===== src/rtl/sc_nco_pkg.sv =====
package sc_nco_pkg;

  typedef enum logic [1:0] {
    SCHED_EXT_ONLY   = 2'b00,
    SCHED_TWO_LINES  = 2'b01,
    SCHED_EIGHT_FLDS = 2'b10,
    SCHED_FOUR_FLDS  = 2'b11
  } sched_e;

  localparam logic [31:0] WORD_625_LINE = 32'h2A09_8ACB;

endpackage


===== src/rtl/sc_freq_word.sv =====
module sc_freq_word #(
  parameter int            PH_W     = 32,
  parameter logic [PH_W-1:0] DEF_WORD = PH_W'(32'h2A09_8ACB)
) (
  input  logic                      clk,
  input  logic                      rst,
  input  logic                      wb_en,
  input  logic [$clog2(PH_W/8)-1:0] wb_sel,
  input  logic [7:0]                wb_data,
  input  logic                      line_start,
  output logic [PH_W-1:0]           word
);
  localparam int NBYTES = PH_W / 8;
  localparam int SEL_W  = $clog2(NBYTES);

  logic [PH_W-1:0] shadow;

  // one staging byte per lane
  for (genvar b = 0; b < NBYTES; b++) begin : g_lane
    always_ff @(posedge clk) begin
      if (rst)
        shadow[b*8 +: 8] <= DEF_WORD[b*8 +: 8];
      else if (wb_en && (wb_sel == SEL_W'(b)))
        shadow[b*8 +: 8] <= wb_data;
    end
  end

  // atomic commit of the whole word at a line boundary
  always_ff @(posedge clk) begin
    if (rst)             word <= DEF_WORD;
    else if (line_start) word <= shadow;
  end

  a_r4_word_held: assert property (@(posedge clk) disable iff (rst)
    !line_start |=> $stable(word));
  a_r4_word_commit: assert property (@(posedge clk) disable iff (rst)
    line_start |=> (word == $past(shadow)));

endmodule


===== src/rtl/sc_reset_sched.sv =====
module sc_reset_sched
  import sc_nco_pkg::*;
#(
  parameter int LINE_PERIOD = 2,
  parameter int FLD_LONG    = 8,
  parameter int FLD_SHORT   = 4
) (
  input  logic       clk,
  input  logic       rst,
  input  logic       sched_wr,
  input  logic [1:0] sched_in,
  input  logic       line_start,
  input  logic       field_start,
  input  logic       ext_clr,
  output logic       zero_req
);
  localparam int LW = (LINE_PERIOD > 1) ? $clog2(LINE_PERIOD) : 1;
  localparam int FW = (FLD_LONG > 1) ? $clog2(FLD_LONG) : 1;
  localparam int SW = (FLD_SHORT > 1) ? $clog2(FLD_SHORT) : 1;

  sched_e        mode_q;
  logic [LW-1:0] line_cnt;
  logic [FW-1:0] fld_cnt;
  logic          line_wrap, fld_long_wrap, fld_short_wrap;

  always_ff @(posedge clk) begin
    if (rst)           mode_q <= SCHED_EIGHT_FLDS;
    else if (sched_wr) mode_q <= sched_e'(sched_in);
  end

  always_ff @(posedge clk) begin
    if (rst) begin
      line_cnt <= '0;
    end else if (line_start) begin
      line_cnt <= line_wrap ? '0 : line_cnt + 1'b1;
    end
  end

  always_ff @(posedge clk) begin
    if (rst) begin
      fld_cnt <= '0;
    end else if (field_start) begin
      fld_cnt <= fld_long_wrap ? '0 : fld_cnt + 1'b1;
    end
  end

  assign line_wrap      = (line_cnt == LW'(LINE_PERIOD - 1));
  assign fld_long_wrap  = (fld_cnt == FW'(FLD_LONG - 1));
  assign fld_short_wrap = (fld_cnt[SW-1:0] == SW'(FLD_SHORT - 1));

  always_comb begin
    zero_req = ext_clr;
    unique case (mode_q)
      SCHED_TWO_LINES:  if (line_start  && line_wrap)      zero_req = 1'b1;
      SCHED_EIGHT_FLDS: if (field_start && fld_long_wrap)  zero_req = 1'b1;
      SCHED_FOUR_FLDS:  if (field_start && fld_short_wrap) zero_req = 1'b1;
      default:          ;
    endcase
  end

  a_r9_ext_always: assert property (@(posedge clk) disable iff (rst)
    ext_clr |-> zero_req);
  a_r9_idle_mode_quiet: assert property (@(posedge clk) disable iff (rst)
    (mode_q == SCHED_EXT_ONLY) && !ext_clr |-> !zero_req);
  a_r6_line_needs_strobe: assert property (@(posedge clk) disable iff (rst)
    (mode_q == SCHED_TWO_LINES) && !line_start && !ext_clr |-> !zero_req);

endmodule


===== src/rtl/sc_phase_acc.sv =====
module sc_phase_acc #(
  parameter int PH_W = 32
) (
  input  logic            clk,
  input  logic            rst,
  input  logic            pix_en,
  input  logic            zero_req,
  input  logic [PH_W-1:0] word,
  output logic [PH_W-1:0] acc
);

  always_ff @(posedge clk) begin
    if (rst)           acc <= '0;
    else if (zero_req) acc <= '0;
    else if (pix_en)   acc <= acc + word;
  end

  a_r11_clear_wins: assert property (@(posedge clk) disable iff (rst)
    zero_req |=> (acc == '0));
  a_r2_step: assert property (@(posedge clk) disable iff (rst)
    pix_en && !zero_req |=> (acc == $past(acc) + $past(word)));
  a_r2_hold: assert property (@(posedge clk) disable iff (rst)
    !pix_en && !zero_req |=> $stable(acc));

endmodule


===== src/rtl/sc_phase_nco.sv =====
module sc_phase_nco
  import sc_nco_pkg::*;
#(
  parameter int          PH_W        = 32,
  parameter int          TOP_W       = 10,
  parameter int          LINE_PERIOD = 2,
  parameter int          FLD_LONG    = 8,
  parameter int          FLD_SHORT   = 4,
  parameter logic [31:0] DEF_WORD    = WORD_625_LINE
) (
  input  logic                      clk,
  input  logic                      rst,
  input  logic                      pix_en,
  input  logic                      wb_en,
  input  logic [$clog2(PH_W/8)-1:0] wb_sel,
  input  logic [7:0]                wb_data,
  input  logic                      sched_wr,
  input  logic [1:0]                sched_in,
  input  logic                      line_start,
  input  logic                      field_start,
  input  logic                      ext_clr,
  output logic [PH_W-1:0]           phase,
  output logic [TOP_W-1:0]          phase_top
);
  logic [PH_W-1:0] word;
  logic            zero_req;

  sc_freq_word #(.PH_W(PH_W), .DEF_WORD(PH_W'(DEF_WORD))) u_word (
    .clk(clk), .rst(rst), .wb_en(wb_en), .wb_sel(wb_sel),
    .wb_data(wb_data), .line_start(line_start), .word(word)
  );

  sc_reset_sched #(
    .LINE_PERIOD(LINE_PERIOD), .FLD_LONG(FLD_LONG), .FLD_SHORT(FLD_SHORT)
  ) u_sched (
    .clk(clk), .rst(rst), .sched_wr(sched_wr), .sched_in(sched_in),
    .line_start(line_start), .field_start(field_start),
    .ext_clr(ext_clr), .zero_req(zero_req)
  );

  sc_phase_acc #(.PH_W(PH_W)) u_acc (
    .clk(clk), .rst(rst), .pix_en(pix_en), .zero_req(zero_req),
    .word(word), .acc(phase)
  );

  assign phase_top = phase[PH_W-1 -: TOP_W];

  a_r10_top_slice: assert property (@(posedge clk) disable iff (rst)
    phase_top == phase[PH_W-1 -: TOP_W]);
  a_r1_reset_zero: assert property (@(posedge clk)
    rst |=> (phase == '0));

endmodule


===== config.mk =====
export PLATFORM = sky130hd
export DESIGN_NAME = sc_phase_nco
export DESIGN_NICKNAME = d
export VERILOG_FILES = /design/src/rtl/sc_nco_pkg.sv /design/src/rtl/sc_freq_word.sv /design/src/rtl/sc_reset_sched.sv /design/src/rtl/sc_phase_acc.sv /design/src/rtl/sc_phase_nco.sv
export SDC_FILE = /design/constraint.sdc
export NUM_CORES = 1
export LEC_CHECK = 0
export BUFFER_PORTS_ARGS = -buffer_cell sky130_fd_sc_hd__buf_4
export CAP_MARGIN = 30
export CELL_PAD_IN_SITES_DETAIL_PLACEMENT = 1
export CELL_PAD_IN_SITES_GLOBAL_PLACEMENT = 2
export CORE_ASPECT_RATIO = 1.4
export CORE_UTILIZATION = 37
export CTS_BUF_LIST = sky130_fd_sc_hd__clkbuf_8
export CTS_CLUSTER_SIZE = 12
export DETAILED_ROUTE_END_ITERATION = 12
export PLACE_DENSITY_LB_ADDON = 0.15
export SLEW_MARGIN = 20
export SYNTH_ARGS = -nofsm -noshare
export SYNTH_HDL_FRONTEND = slang
export SYNTH_SLANG_ARGS = --single-unit

===== constraint.sdc =====
create_clock -name clk -period 3.1 [get_ports clk]
set_input_delay 0.31 -clock clk [delete_from_list [all_inputs] [get_ports clk]]
set_output_delay 0.31 -clock clk [all_outputs]
set_load 0.1 [all_outputs]

==> Flow_metrics.wiki, run 1 <==
{| class="wikitable"
! Metric !! Value
|-
| Mean post-synth cell area || 8.81 µm²
|-
| Growth of design area from synthesis to finish || 14.6%
|-
| Clk_lat worst skew || 0.40 ns
|-
| Cell type contributing the most total cell area after synthesis || sky130_fd_sc_hd__dfxtp_1
|-
| RSZ-0062 raised after global routing || no
|-
| Setup tns final || 0 ns
|-
| Die H || approximately 140 µm
|-
| Top cells by count, synth || sky130_fd_sc_hd__dfxtp_1 (102), sky130_fd_sc_hd__nor2_1 (79), sky130_fd_sc_hd__nand2_1 (60)
|-
| Maximum clock frequency || 356 MHz
|-
| Placed instance area || 5870 µm²
|-
| Peak VDD IR || 0.216 mV
|-
| Net count after synthesis || 656
|-
| Clock tree from TritonCTS || done
|-
| Via density per instance || 5.29
|-
| Vias in the first global route || ~4500
|-
| Async set-or-reset flop fraction in the synthesized netlist || 0%
|-
| Root Buffer Master || sky130_fd_sc_hd__clkbuf_8
|-
| Sequential fraction of the synthesis area || roughly two fifths
|-
| Area share of the largest cell type after synthesis || 38.5%
|-
| Number of pins with negative max-slew slack in the final report || 0
|-
| First-pass GRT wire length || 23400 µm
|-
| Number of optimization iterations in the first detailed-route pass || 4
|-
| Main flop type after synthesis || sky130_fd_sc_hd__dfxtp_1
|-
| Total via count after detailed routing || around 4400
|-
| Hold Crit Class || primary input to register
|-
| Fill cell count || 1645
|-
| Run status || finished, final reports clean
|-
| Die W || 103 µm
|-
| Number of antenna violations at the first check in global routing || 0
|-
| Worst hold margin || 0.108 ns
|-
| Number of gates resized after CTS || 0
|-
| Final Cycle Share || 90.5%
|-
| Initial Util || 38.0%
|-
| Pin count of the biggest net entering global routing || just over 70
|-
| Number of antenna cells inserted || 0
|-
| Number of synthesized flops with an enable pin || 0
|-
| H-tree levels || 3
|-
| Overall power || 2.78 mW
|-
| Transition time at the pin with the least slew margin || 0.734 ns
|-
| Placed wire-length estimate after detailed placement || 11000 µm
|-
| Setup crit end kind || register
|-
| GRT overflow || 0
|-
| Worst EP arrival || 3.12 ns
|-
| Static leakage || 2.85 nW
|-
| Drt wl/cell || between 15 and 20 µm
|-
| Final setup viols || 0
|-
| Worst-case clock skew || 0.0140 ns
|-
| CP Data Required Time || 3.42 ns
|-
| Final routed wirelength across all metal layers || 14600 µm
|-
| Total global-route track usage || 21.2%
|-
| Number of nets still failing antenna checks after routing || 0
|-
| Row Count || 51
|-
| Main area contributors after synthesis || sky130_fd_sc_hd__dfxtp_1 (38%), sky130_fd_sc_hd__mux2i_1 (8.9%), sky130_fd_sc_hd__ha_1 (7.8%), sky130_fd_sc_hd__nor2_1 (5.6%), sky130_fd_sc_hd__nand2_1 (4.2%)
|-
| Kind of critical path || register to register
|-
| Time the final worst path needs with I/O delays and setup || roughly 2.8 ns
|-
| Clock buffer depth || 2
|-
| Starting DRT DRC Count || around 160
|-
| Number of maximum-capacitance constraint violations || 0
|-
| # Post-CTS Setup Buffers || 0
|-
| DRC errors left || 0
|-
| Hold violation count in the final report || 0
|-
| Clock Pin Slew Worst Setup and Hold Paths || 0.11 ns
|-
| Post-route cell area || approximately 6100 µm²
|-
| Pwr Density || between 400 and 500 nW/µm²
|-
| Final net count || between 600 and 700
|-
| Full die area || 14800 µm²
|-
| Clock sinks || 102
|-
| Max-slew headroom || 51.1%
|-
| # IOs || 62
|-
| Biggest fanout along the worst timing path || 6
|-
| Number of unique standard cell types used by synthesis || 52
|-
| Leading cell type by number of instances after synthesis || sky130_fd_sc_hd__dfxtp_1
|-
| TritonCTS Buffers || 9
|-
| Total of buffers placed on input and output ports || 61
|-
| Yosys synthesis warning count || 0
|-
| Core ar. || 14000 µm²
|-
| Final core occ || 43.5%
|-
| Placer congestion estimate || 0.898
|-
| Register bit total from synthesis || 102
|-
| Category of the worst setup path launch point || register
|-
| Post-synth design cell area || 5310 µm²
|-
| Hold Buf Count CTS || 0
|-
| Post-Syn Instances || 602
|-
| Share of final-layout standard cells stronger than drive strength 1 || 15.3%
|}
state kept, by name (all words and copies together), names as in the netlist:
| name | flops |
|---|---|
| u_acc.acc | 32 |
| u_sched.fld_cnt | 3 |
| u_sched.line_cnt | 1 |
| u_sched.mode_q | 2 |
| u_word.shadow | 32 |
| u_word.word | 32 |
cell families (layout without fill, tap and decap cells):
group,Yosys count,count (layout),share of synthesized area [%]
flops,102,102,38.5
mux,48,48,9.08
simple gates,194,194,16.4
compound gates,145,145,19.1
fa+ha+maj,34,34,8.16
xor+xnor,26,26,4.29
buf+inv,53,97,4.46
critical path: stages, from the launching register on:
cell,delay [ns]
sky130_fd_sc_hd__dfxtp_2,0.34
sky130_fd_sc_hd__ha_1,0.37
sky130_fd_sc_hd__and2_1,0.20
sky130_fd_sc_hd__a221o_1,0.34
sky130_fd_sc_hd__nor2b_1,0.17
sky130_fd_sc_hd__nand4_1,0.23
sky130_fd_sc_hd__a31o_2,0.31
sky130_fd_sc_hd__a21oi_1,0.31
sky130_fd_sc_hd__o211ai_1,0.17
sky130_fd_sc_hd__xnor2_1,0.15
sky130_fd_sc_hd__o21ai_0,0.16
worst paths after layout:
kind | slack (ns) | to | from | depth (start not counted)
worst max-delay path | 0.29 | u_acc.acc[29]$_SDFFE_PP0P_ | u_acc.acc[15]$_SDFFE_PP0P_ | 10
worst min-delay path | 0.11 | u_sched.mode_q[1]$_SDFFE_PP1P_ | sched_in[1] | 2
worst max register to register | 0.29 | u_acc.acc[29]$_SDFFE_PP0P_ | u_acc.acc[15]$_SDFFE_PP0P_ | 10
worst min register to register | 0.47 | u_word.shadow[31]$_SDFFE_PP0P_ | u_word.shadow[31]$_SDFFE_PP0P_ | 2
through the flow:
step                worst slack [ns]  instances
floorplan                     0.0121        602
finish                         0.294        831
CTS                            0.302        831
global route                   0.131        831
global placement               0.375        815
detailed placement             0.346        815
layout make-up:
class                           instances  area (µm²)  area share (%)
Tap cell                              185         231            3.81
Inverter                               14        52.6           0.864
Sequential cell                       102        2050            33.8
Timing Repair Buffer                   67         503            8.27
Clock inverter                          6        75.1            1.23
Clock buffer                           10         138            2.26
Multi-Input combinational cell        447        3030            49.8
power breakdown:
part           internal [mW]  total [mW]  switching, mW
logic                  0.157       0.461          0.304
registers               1.36        1.40         0.0381
clock network          0.408       0.921          0.513
total                   1.93        2.78          0.856
cells in the final DEF (no fill, tap or decap), types with 3 or more instances in the layout:
cell                       synthesis  layout
sky130_fd_sc_hd__nand2_1          60      60
sky130_fd_sc_hd__o21a_1            4       4
sky130_fd_sc_hd__ha_1             33      33
sky130_fd_sc_hd__nand4_1           3       3
sky130_fd_sc_hd__xor2_1           13      13
sky130_fd_sc_hd__nor4_1            3       3
sky130_fd_sc_hd__nor2b_1          21      21
sky130_fd_sc_hd__buf_4            10      67
sky130_fd_sc_hd__clkbuf_8          0      10
sky130_fd_sc_hd__nand3b_1          6       6
sky130_fd_sc_hd__mux2i_1          47      47
sky130_fd_sc_hd__nand3_1           8       8
sky130_fd_sc_hd__o21ai_0          16      16
sky130_fd_sc_hd__a211o_1          24      24
sky130_fd_sc_hd__a31oi_1           3       3
sky130_fd_sc_hd__dfxtp_2           0       9
sky130_fd_sc_hd__dfxtp_1         102      93
sky130_fd_sc_hd__o21bai_1          3       3
sky130_fd_sc_hd__a21o_1           22      22
sky130_fd_sc_hd__a211oi_1          5       5
sky130_fd_sc_hd__a21oi_1          43      43
sky130_fd_sc_hd__and2_1            3       3
sky130_fd_sc_hd__nor2_1           79      79
sky130_fd_sc_hd__o211ai_1          4       4
sky130_fd_sc_hd__inv_1            14      14
sky130_fd_sc_hd__xnor2_1          13      13
routing by layer:
metal / GRT usage, % / routed length (µm) / up-vias
met3: 3.36 / 303 / 22
met2: 38.9 / 7800 / 61
met4: 9.71 / 432 / 0
li1: - / - / 2186
met5: 0 / 0 / -
met1: 23.5 / 6110 / 2128
Power figures use the tool's default switching activity.
==> run 2, diff against run 1 <==
CORE_UTILIZATION = 33   (was 37)
clock period = 2.35 ns   (was 3.1 ns; I/O delays follow)
==> run 2 against run 1 <==
  * The flow now finishes with violations (setup timing)
  * Global-route usage down 0.88 points
  * Cell count up 11%
  * Clock skew up 0.0021 ns
  * Die area up 12%
  * Via count up 7.7%
  * First-iteration DRC count down 37%
  * Register-to-register slack worse by 0.52 ns
  * Combinational power up 59%
  * Non-clock buffer count up 85
  * Highest routed layer unchanged
==> Flow_metrics.wiki, run 2 (same netlist as run 1, synthesis figures left out) <==
{| class="wikitable"
! Metric !! Value
|-
| Run status || complete, but fails checks
|-
| Violated checks || setup timing
|-
| Commonest non-fill, non-tap cell in the layout || sky130_fd_sc_hd__buf_4
|-
| Via density per instance || 5.11 (-3.4%)
|-
| Full die area || 16600 µm² (+12%)
|-
| Final net count || 780 (+12%)
|-
| Post-route cell area || 7090 µm² (+17%)
|-
| Number of buffers and inverters on the critical path || 2 (+2)
|-
| Area of the multi-input gates || 3300 µm² (+8.9%)
|-
| Fill cell count || 1806 (+9.8%)
|-
| H-tree levels || 3 (unchanged)
|-
| Vias in the first global route || 5057 (+13%)
|-
| Number of maximum-capacitance constraint violations || 0 (unchanged)
|-
| Pwr Density || 541 nW/µm² (+18%)
|-
| Hold Buf Count CTS || 0 (unchanged)
|-
| Category of the worst setup path launch point || register
|-
| Area of all sequential standard cells || 2120 µm² (+3.0%)
|-
| Worst hold margin || 0.0586 ns (-0.0496 ns)
|-
| Hold violation count in the final report || 0 (unchanged)
|-
| Overall power || 3.83 mW (+38%)
|-
| Time the final worst path needs with I/O delays and setup || 2.58 ns (-0.227 ns)
|-
| Growth of design area from synthesis to finish || 33.6%
|-
| Worst path top cell family by delay || compound AO/OA/AOI/OAI gates
|-
| Final routed wirelength across all metal layers || 16000 µm (+9.2%)
|-
| Initial Util || 33.9% (-4.1 points)
|-
| Total global-route track usage || 20.3% (-0.88 points)
|-
| Transition time at the pin with the least slew margin || 0.712 ns (-0.0217 ns)
|-
| Clock Pin Slew Worst Setup and Hold Paths || 0.10 ns (about the same)
|-
| Library cell contributing the largest single delay on the critical path || sky130_fd_sc_hd__fa_2
|-
| Total of buffers placed on input and output ports || 61 (unchanged)
|-
| Max-slew headroom || 52.5% (+1.4 points)
|-
| Clk_lat worst skew || 0.39 ns (about the same)
|-
| Smallest setup slack after layout || -0.228 ns (-0.523 ns)
|-
| Count of placed standard cells in the final layout, fillers left out || 926 (+11%)
|-
| Share of final-layout standard cells stronger than drive strength 1 || 33.6% (+18 points)
|-
| Row Count || 54 (+5.9%)
|-
| GRT overflow || 0 (unchanged)
|-
| Flop2flop setup slack || -0.23 ns (-0.52 ns)
|-
| Biggest regs || u_acc.acc: 32 flops, u_word.shadow: 32 flops, u_word.word: 32 flops
|-
| DRC errors left || 0 (unchanged)
|-
| TritonCTS Buffers || 9 (unchanged)
|-
| Starting DRT DRC Count || 102 (-37%)
|-
| Static leakage || 3.35 nW (+17%)
|-
| Final setup viols || 15 (+15)
|-
| Most frequent cells in the layout || sky130_fd_sc_hd__buf_4 (147), sky130_fd_sc_hd__nor2_1 (77), sky130_fd_sc_hd__dfxtp_1 (71)
|-
| Hold Crit Class || primary input to register
|-
| Setup crit end kind || register
|-
| Worst EP arrival || 2.85 ns (-0.27 ns)
|-
| Critical path, cell by cell || buf_6 > fa_2 > a21oi_4 > o21ai_2 > a21oi_2 > o22a_2 > o41a_1 > buf_4 > nor2_4 > a41oi_2 > xor2_1 > o21ai_1
|-
| Number of nets still failing antenna checks after routing || 0 (unchanged)
|-
| Peak VDD IR || 0.358 mV (+66%)
|-
| Die W || 109 µm (+5.8%)
|-
| Final core occ || 45.2% (+1.7 points)
|-
| Placer congestion estimate || 0.808 (-10%)
|-
| Core ar. || 15700 µm² (+12%)
|-
| Pin count of the biggest net entering global routing || 71 (-1.4%)
|-
| Placed wire-length estimate after detailed placement || 11700 µm (+6.4%)
|-
| Clock buffer depth || 2 (unchanged)
|-
| Number of optimization iterations in the first detailed-route pass || 4 (unchanged)
|-
| Clock sinks || 102 (unchanged)
|-
| Worst-case clock skew || 0.0161 ns (+0.00211 ns)
|-
| Drt wl/cell || 17.3 µm (-2.0%)
|-
| Root Buffer Master || sky130_fd_sc_hd__clkbuf_8
|-
| RSZ-0062 raised after global routing || yes
|-
| Number of antenna violations at the first check in global routing || 0 (unchanged)
|-
| Clock tree from TritonCTS || done
|-
| Kind of critical path || register to register
|-
| # IOs || 62 (unchanged)
|-
| Maximum clock frequency || 388 MHz (+8.8%)
|-
| Total via count after detailed routing || 4734 (+7.7%)
|-
| Number of antenna cells inserted || 0 (unchanged)
|-
| Die H || 152 µm (+5.8%)
|-
| Cell Count Post-Placement || 895 (+9.8%)
|-
| CP Data Required Time || 2.62 ns (-0.80 ns)
|-
| Biggest fanout along the worst timing path || 3 (-3)
|-
| First-pass GRT wire length || 25800 µm (+11%)
|-
| Number of pins with negative max-slew slack in the final report || 0 (unchanged)
|-
| Placed instance area || 6540 µm² (+11%)
|-
| Stage delay of the slowest cell on the critical path || 0.41 ns (+0.04 ns)
|-
| Final Cycle Share || 110% (+19 points)
|}
==> run 2: cell count changes in the layout (fill, tap and decap cells not counted), sizes merged <==
cell	previous run	this run
clkinvlp	1	0
bufinv	1	2
clkinv	1	0
buf	67	152
==> run 2: path summary, 6_finish.rpt <==
path,startpoint,to,cells after the start
worst max-delay path,u_acc.acc[1]$_SDFFE_PP0P_,u_acc.acc[30]$_SDFFE_PP0P_,12
worst min-delay path,sched_in[1],u_sched.mode_q[1]$_SDFFE_PP1P_,2
worst max register to register,u_acc.acc[1]$_SDFFE_PP0P_,u_acc.acc[30]$_SDFFE_PP0P_,12
worst min register to register,u_word.shadow[18]$_SDFFE_PP0P_,u_word.shadow[18]$_SDFFE_PP0P_,2
==> run 2: final cells by class <==
type	instances	share of cell area (%)
multi-input combinational	447	46.5
sequential	102	29.8
timing repair buffer	152	16.4
inverter	14	0.741
tap	196	3.46
clock inverter	5	1.15
clock buffer	10	1.94
==> run 2: metal layers <==
layer	track usage [%]	wire, µm
met1	22.6	6580
met2	38.7	8910
met3	2.79	289
met4	6.10	204
met5	0	0
==> run 2: power breakdown <==
group | leakage, nW | switching (mW) | total (mW) | internal, mW
combinational | 2.38 | 0.440 | 0.733 | 0.293
sequential | 0.847 | 0.0518 | 1.84 | 1.78
clock | 0.115 | 0.635 | 1.26 | 0.628
total | 3.35 | 1.13 | 3.83 | 2.71
==> run 2: through the flow <==
step | TNS, ns | setup WS [ns]
2_1_floorplan | -1.09 | -0.231
4_1_cts | -2.24 | -0.300
3_5_place_dp | -2.98 | -0.335
6_report | -2.30 | -0.228
3_3_place_gp | -2.09 | -0.269
5_1_grt | -4.91 | -0.384
==> run 2: repair_timing <==
item / 4_1_cts / 5_1_grt
gates resized for setup: 34 / 18
pin swaps: 24 / 27
setup endpoints to repair: 18 / 22
buffers inserted: 11 / 8
==> run 3, diff against run 2 <==
CORE_ASPECT_RATIO = 0.9   (was 1.4)
CORE_UTILIZATION = 37   (was 33)
PLACE_DENSITY = 0.94   (was unset)
PLACE_DENSITY_LB_ADDON = unset   (was 0.15)
clock period = 2.83 ns   (was 2.35 ns; I/O delays follow)
==> run 3 against run 2 <==
  * Non-clock buffer count is 81 lower
  * First-iteration DRC count rose to 2.6 times the previous value
  * Critical path type unchanged
  * Design area decreased by 13%
  * Largest cell class unchanged
  * Worst setup slack gained 0.34 ns
  * Register-to-register slack improved by 0.34 ns
  * Flip-flop and latch count unchanged
  * Cell count shrank 9.0%
  * Sequential share of layout area increased by 3.8 points
  * Total power is 22% lower
  * Via count is 5.6% lower
  * The run now ends clean
  * Die area decreased by 11%
==> Flow_metrics.wiki, run 3 (same netlist as run 1, synthesis figures left out) <==
{| class="wikitable"
! Metric !! Value
|-
| Max-slew headroom || 53.0% (+0.54 points)
|-
| Biggest fanout along the worst timing path || 5 (+2)
|-
| Core ar. || 14000 µm² (-11%)
|-
| Library cell contributing the largest single delay on the critical path || sky130_fd_sc_hd__ha_1
|-
| Number of maximum-capacitance constraint violations || 0 (unchanged)
|-
| Starting DRT DRC Count || 264 (+160%)
|-
| Placed wire-length estimate after detailed placement || 10800 µm (-7.5%)
|-
| Row Count || 41 (-24%)
|-
| Total via count after detailed routing || 4470 (-5.6%)
|-
| Static leakage || 2.87 nW (-14%)
|-
| Highest Signal Layer || met4
|-
| Via density per instance || 5.30 (+3.7%)
|-
| Share of final-layout standard cells stronger than drive strength 1 || 18.0% (-16 points)
|-
| Run status || finished, final reports clean
|-
| Time the final worst path needs with I/O delays and setup || 2.72 ns (+0.141 ns)
|-
| Clk_lat worst skew || 0.39 ns (about the same)
|-
| Sum of met2 wire segment lengths after detailed routing || 6380 µm (-28%)
|-
| Hold violation count in the final report || 0 (unchanged)
|-
| Overall power || 3.01 mW (-22%)
|-
| Total global-route track usage || 20.4% (+0.044 points)
|-
| Final setup viols || 0 (-15)
|-
| Setup crit end kind || register
|-
| Clock tree from TritonCTS || done
|-
| Total of buffers placed on input and output ports || 61 (unchanged)
|-
| Clock Pin Slew Worst Setup and Hold Paths || 0.10 ns (about the same)
|-
| Vias in the first global route || 4514 (-11%)
|-
| Full die area || 14800 µm² (-11%)
|-
| Placed instance area || 5910 µm² (-9.7%)
|-
| Worst-case reg-to-reg path depth || 10 (-2)
|-
| # IOs || 62 (unchanged)
|-
| Pin count of the biggest net entering global routing || 72 (+1.4%)
|-
| Post-route cell area || 6150 µm² (-13%)
|-
| Peak VDD IR || 0.245 mV (-32%)
|-
| Most frequent cells in the layout || sky130_fd_sc_hd__dfxtp_1 (84), sky130_fd_sc_hd__nor2_1 (79), sky130_fd_sc_hd__buf_4 (71)
|-
| Critical path, cell by cell || ha_1 > and2_1 > a221o_1 > a2bb2oi_1 > and3_1 > a21o_1 > a211oi_2 > nor4_2 > o21ai_0 > o31ai_1
|-
| Smallest setup slack after layout || 0.111 ns (+0.339 ns)
|-
| Clock sinks || 102 (unchanged)
|-
| Kind of critical path || register to register
|-
| Number of pins with negative max-slew slack in the final report || 0 (unchanged)
|-
| H-tree levels || 3 (unchanged)
|-
| Maximum clock frequency || 368 MHz (-5.2%)
|-
| Clock buffer depth || 2 (unchanged)
|-
| Number of antenna cells inserted || 0 (unchanged)
|-
| Biggest regs || u_acc.acc: 32 flops, u_word.shadow: 32 flops, u_word.word: 32 flops
|-
| Commonest non-fill, non-tap cell in the layout || sky130_fd_sc_hd__dfxtp_1
|-
| Worst setup slack before clock tree synthesis || 0.0179 ns (+0.353 ns)
|-
| DRC errors left || 0 (unchanged)
|-
| Hold Crit Class || primary input to register
|-
| Die H || 116 µm (-24%)
|-
| Worst EP arrival || 2.99 ns (+0.14 ns)
|-
| Worst-case clock skew || 0.00980 ns (-0.00634 ns)
|-
| Hold Buf Count CTS || 0 (unchanged)
|-
| Drt wl/cell || 17.1 µm (-0.77%)
|-
| Die W || 128 µm (+17%)
|-
| GRT overflow || 0 (unchanged)
|-
| Met1 routed wirelength after detailed routing || 7240 µm (+10%)
|-
| Final Cycle Share || 96.1% (-14 points)
|-
| Final net count || 699 (-10%)
|-
| CP Data Required Time || 3.10 ns (+0.48 ns)
|-
| Cell Count Post-Placement || 825 (-7.8%)
|-
| Pwr Density || 489 nW/µm² (-9.6%)
|-
| Placer congestion estimate || 0.893 (+10%)
|-
| Number of optimization iterations in the first detailed-route pass || 4 (unchanged)
|-
| Category of the worst setup path launch point || register
|-
| Area of the multi-input gates || 3060 µm² (-7.2%)
|-
| Fill cell count || 1641 (-9.1%)
|-
| Transition time at the pin with the least slew margin || 0.704 ns (-0.00811 ns)
|-
| Stage delay of the slowest cell on the critical path || 0.37 ns (-0.04 ns)
|-
| Initial Util || 37.9% (+4.0 points)
|-
| TritonCTS Buffers || 9 (unchanged)
|-
| Number of antenna violations at the first check in global routing || 0 (unchanged)
|-
| Area of all sequential standard cells || 2070 µm² (-2.2%)
|-
| Root Buffer Master || sky130_fd_sc_hd__clkbuf_8
|-
| First-pass GRT wire length || 23500 µm (-9.2%)
|-
| Count of placed standard cells in the final layout, fillers left out || 843 (-9.0%)
|-
| Final routed wirelength across all metal layers || 14400 µm (-9.7%)
|-
| Met3 wire length || 625 µm (+120%)
|-
| Number of cells traversed by the worst hold path || 2 (unchanged)
|-
| Growth of design area from synthesis to finish || 15.9%
|-
| Number of nets still failing antenna checks after routing || 0 (unchanged)
|}
[run 3: cell types whose count changed in the layout (fill, tap and decap cells not counted), moves of 8 or more]
cell / previous run / this run
sky130_fd_sc_hd__a21oi_2: 9 / 1
sky130_fd_sc_hd__a21oi_1: 33 / 42
sky130_fd_sc_hd__dfxtp_1: 71 / 84
sky130_fd_sc_hd__buf_4: 147 / 71
sky130_fd_sc_hd__o21ai_0: 7 / 16
sky130_fd_sc_hd__dfxtp_4: 14 / 2
sky130_fd_sc_hd__ha_4: 8 / 0
[run 3: timing repair]
item / CTS / global route
pin swaps: 1 / 2
resized for setup: 0 / 7
setup endpoints to repair: 3 / 8
buffers inserted: 1 / 1
[run 3: worst paths after layout]
path                                       start                             end  slack [ns]
setup reg to reg      u_acc.acc[16]$_SDFFE_PP0P_      u_acc.acc[31]$_SDFFE_PP0P_        0.11
hold / removal                       sched_in[1]  u_sched.mode_q[1]$_SDFFE_PP1P_        0.11
hold reg to reg   u_word.shadow[20]$_SDFFE_PP0P_  u_word.shadow[20]$_SDFFE_PP0P_        0.47
setup / recovery      u_acc.acc[16]$_SDFFE_PP0P_      u_acc.acc[31]$_SDFFE_PP0P_        0.11
[run 3: power breakdown]
part	internal, mW	leakage [nW]	switching, mW
logic	0.178	1.92	0.335
clock network	0.433	0.110	0.528
registers	1.49	0.841	0.0451
[run 3: through the flow]
stage / utilization (%) / hold slack, ns / TNS, ns
detailed placement: 42.2 / 0.451 / 0
finish: 43.9 / 0.110 / 0
floorplan: - / 0.401 / -0.0132
CTS: 43.7 / 0.100 / 0
global placement: 42.2 / 0.442 / 0
global route: 43.9 / 0.107 / -0.0609
[run 3: worst max-delay path: cells and delay by family (launching register included)]
family	cells	cell delay, ns
AO/OA/AOI/OAI	6	1.37
adder cells (fa/ha/maj)	1	0.37
flip-flops	1	0.35
AND/OR/NAND/NOR	3	0.53
[run 3: final cells by class]
class	instances	share of cell area, %
clock buffers	10	2.24
repair buffers	71	8.66
flip-flops and latches	102	33.6
multi-input cells	447	49.7
inverters	14	0.854
clock inverters	6	0.976
well taps	193	3.93
[run 3: layer usage]
layer	track usage, %	vias to the layer above
li1	-	2202
met1	29.0	2170
met2	31.9	82
met3	2.40	16
met4	7.22	0
met5	0	-
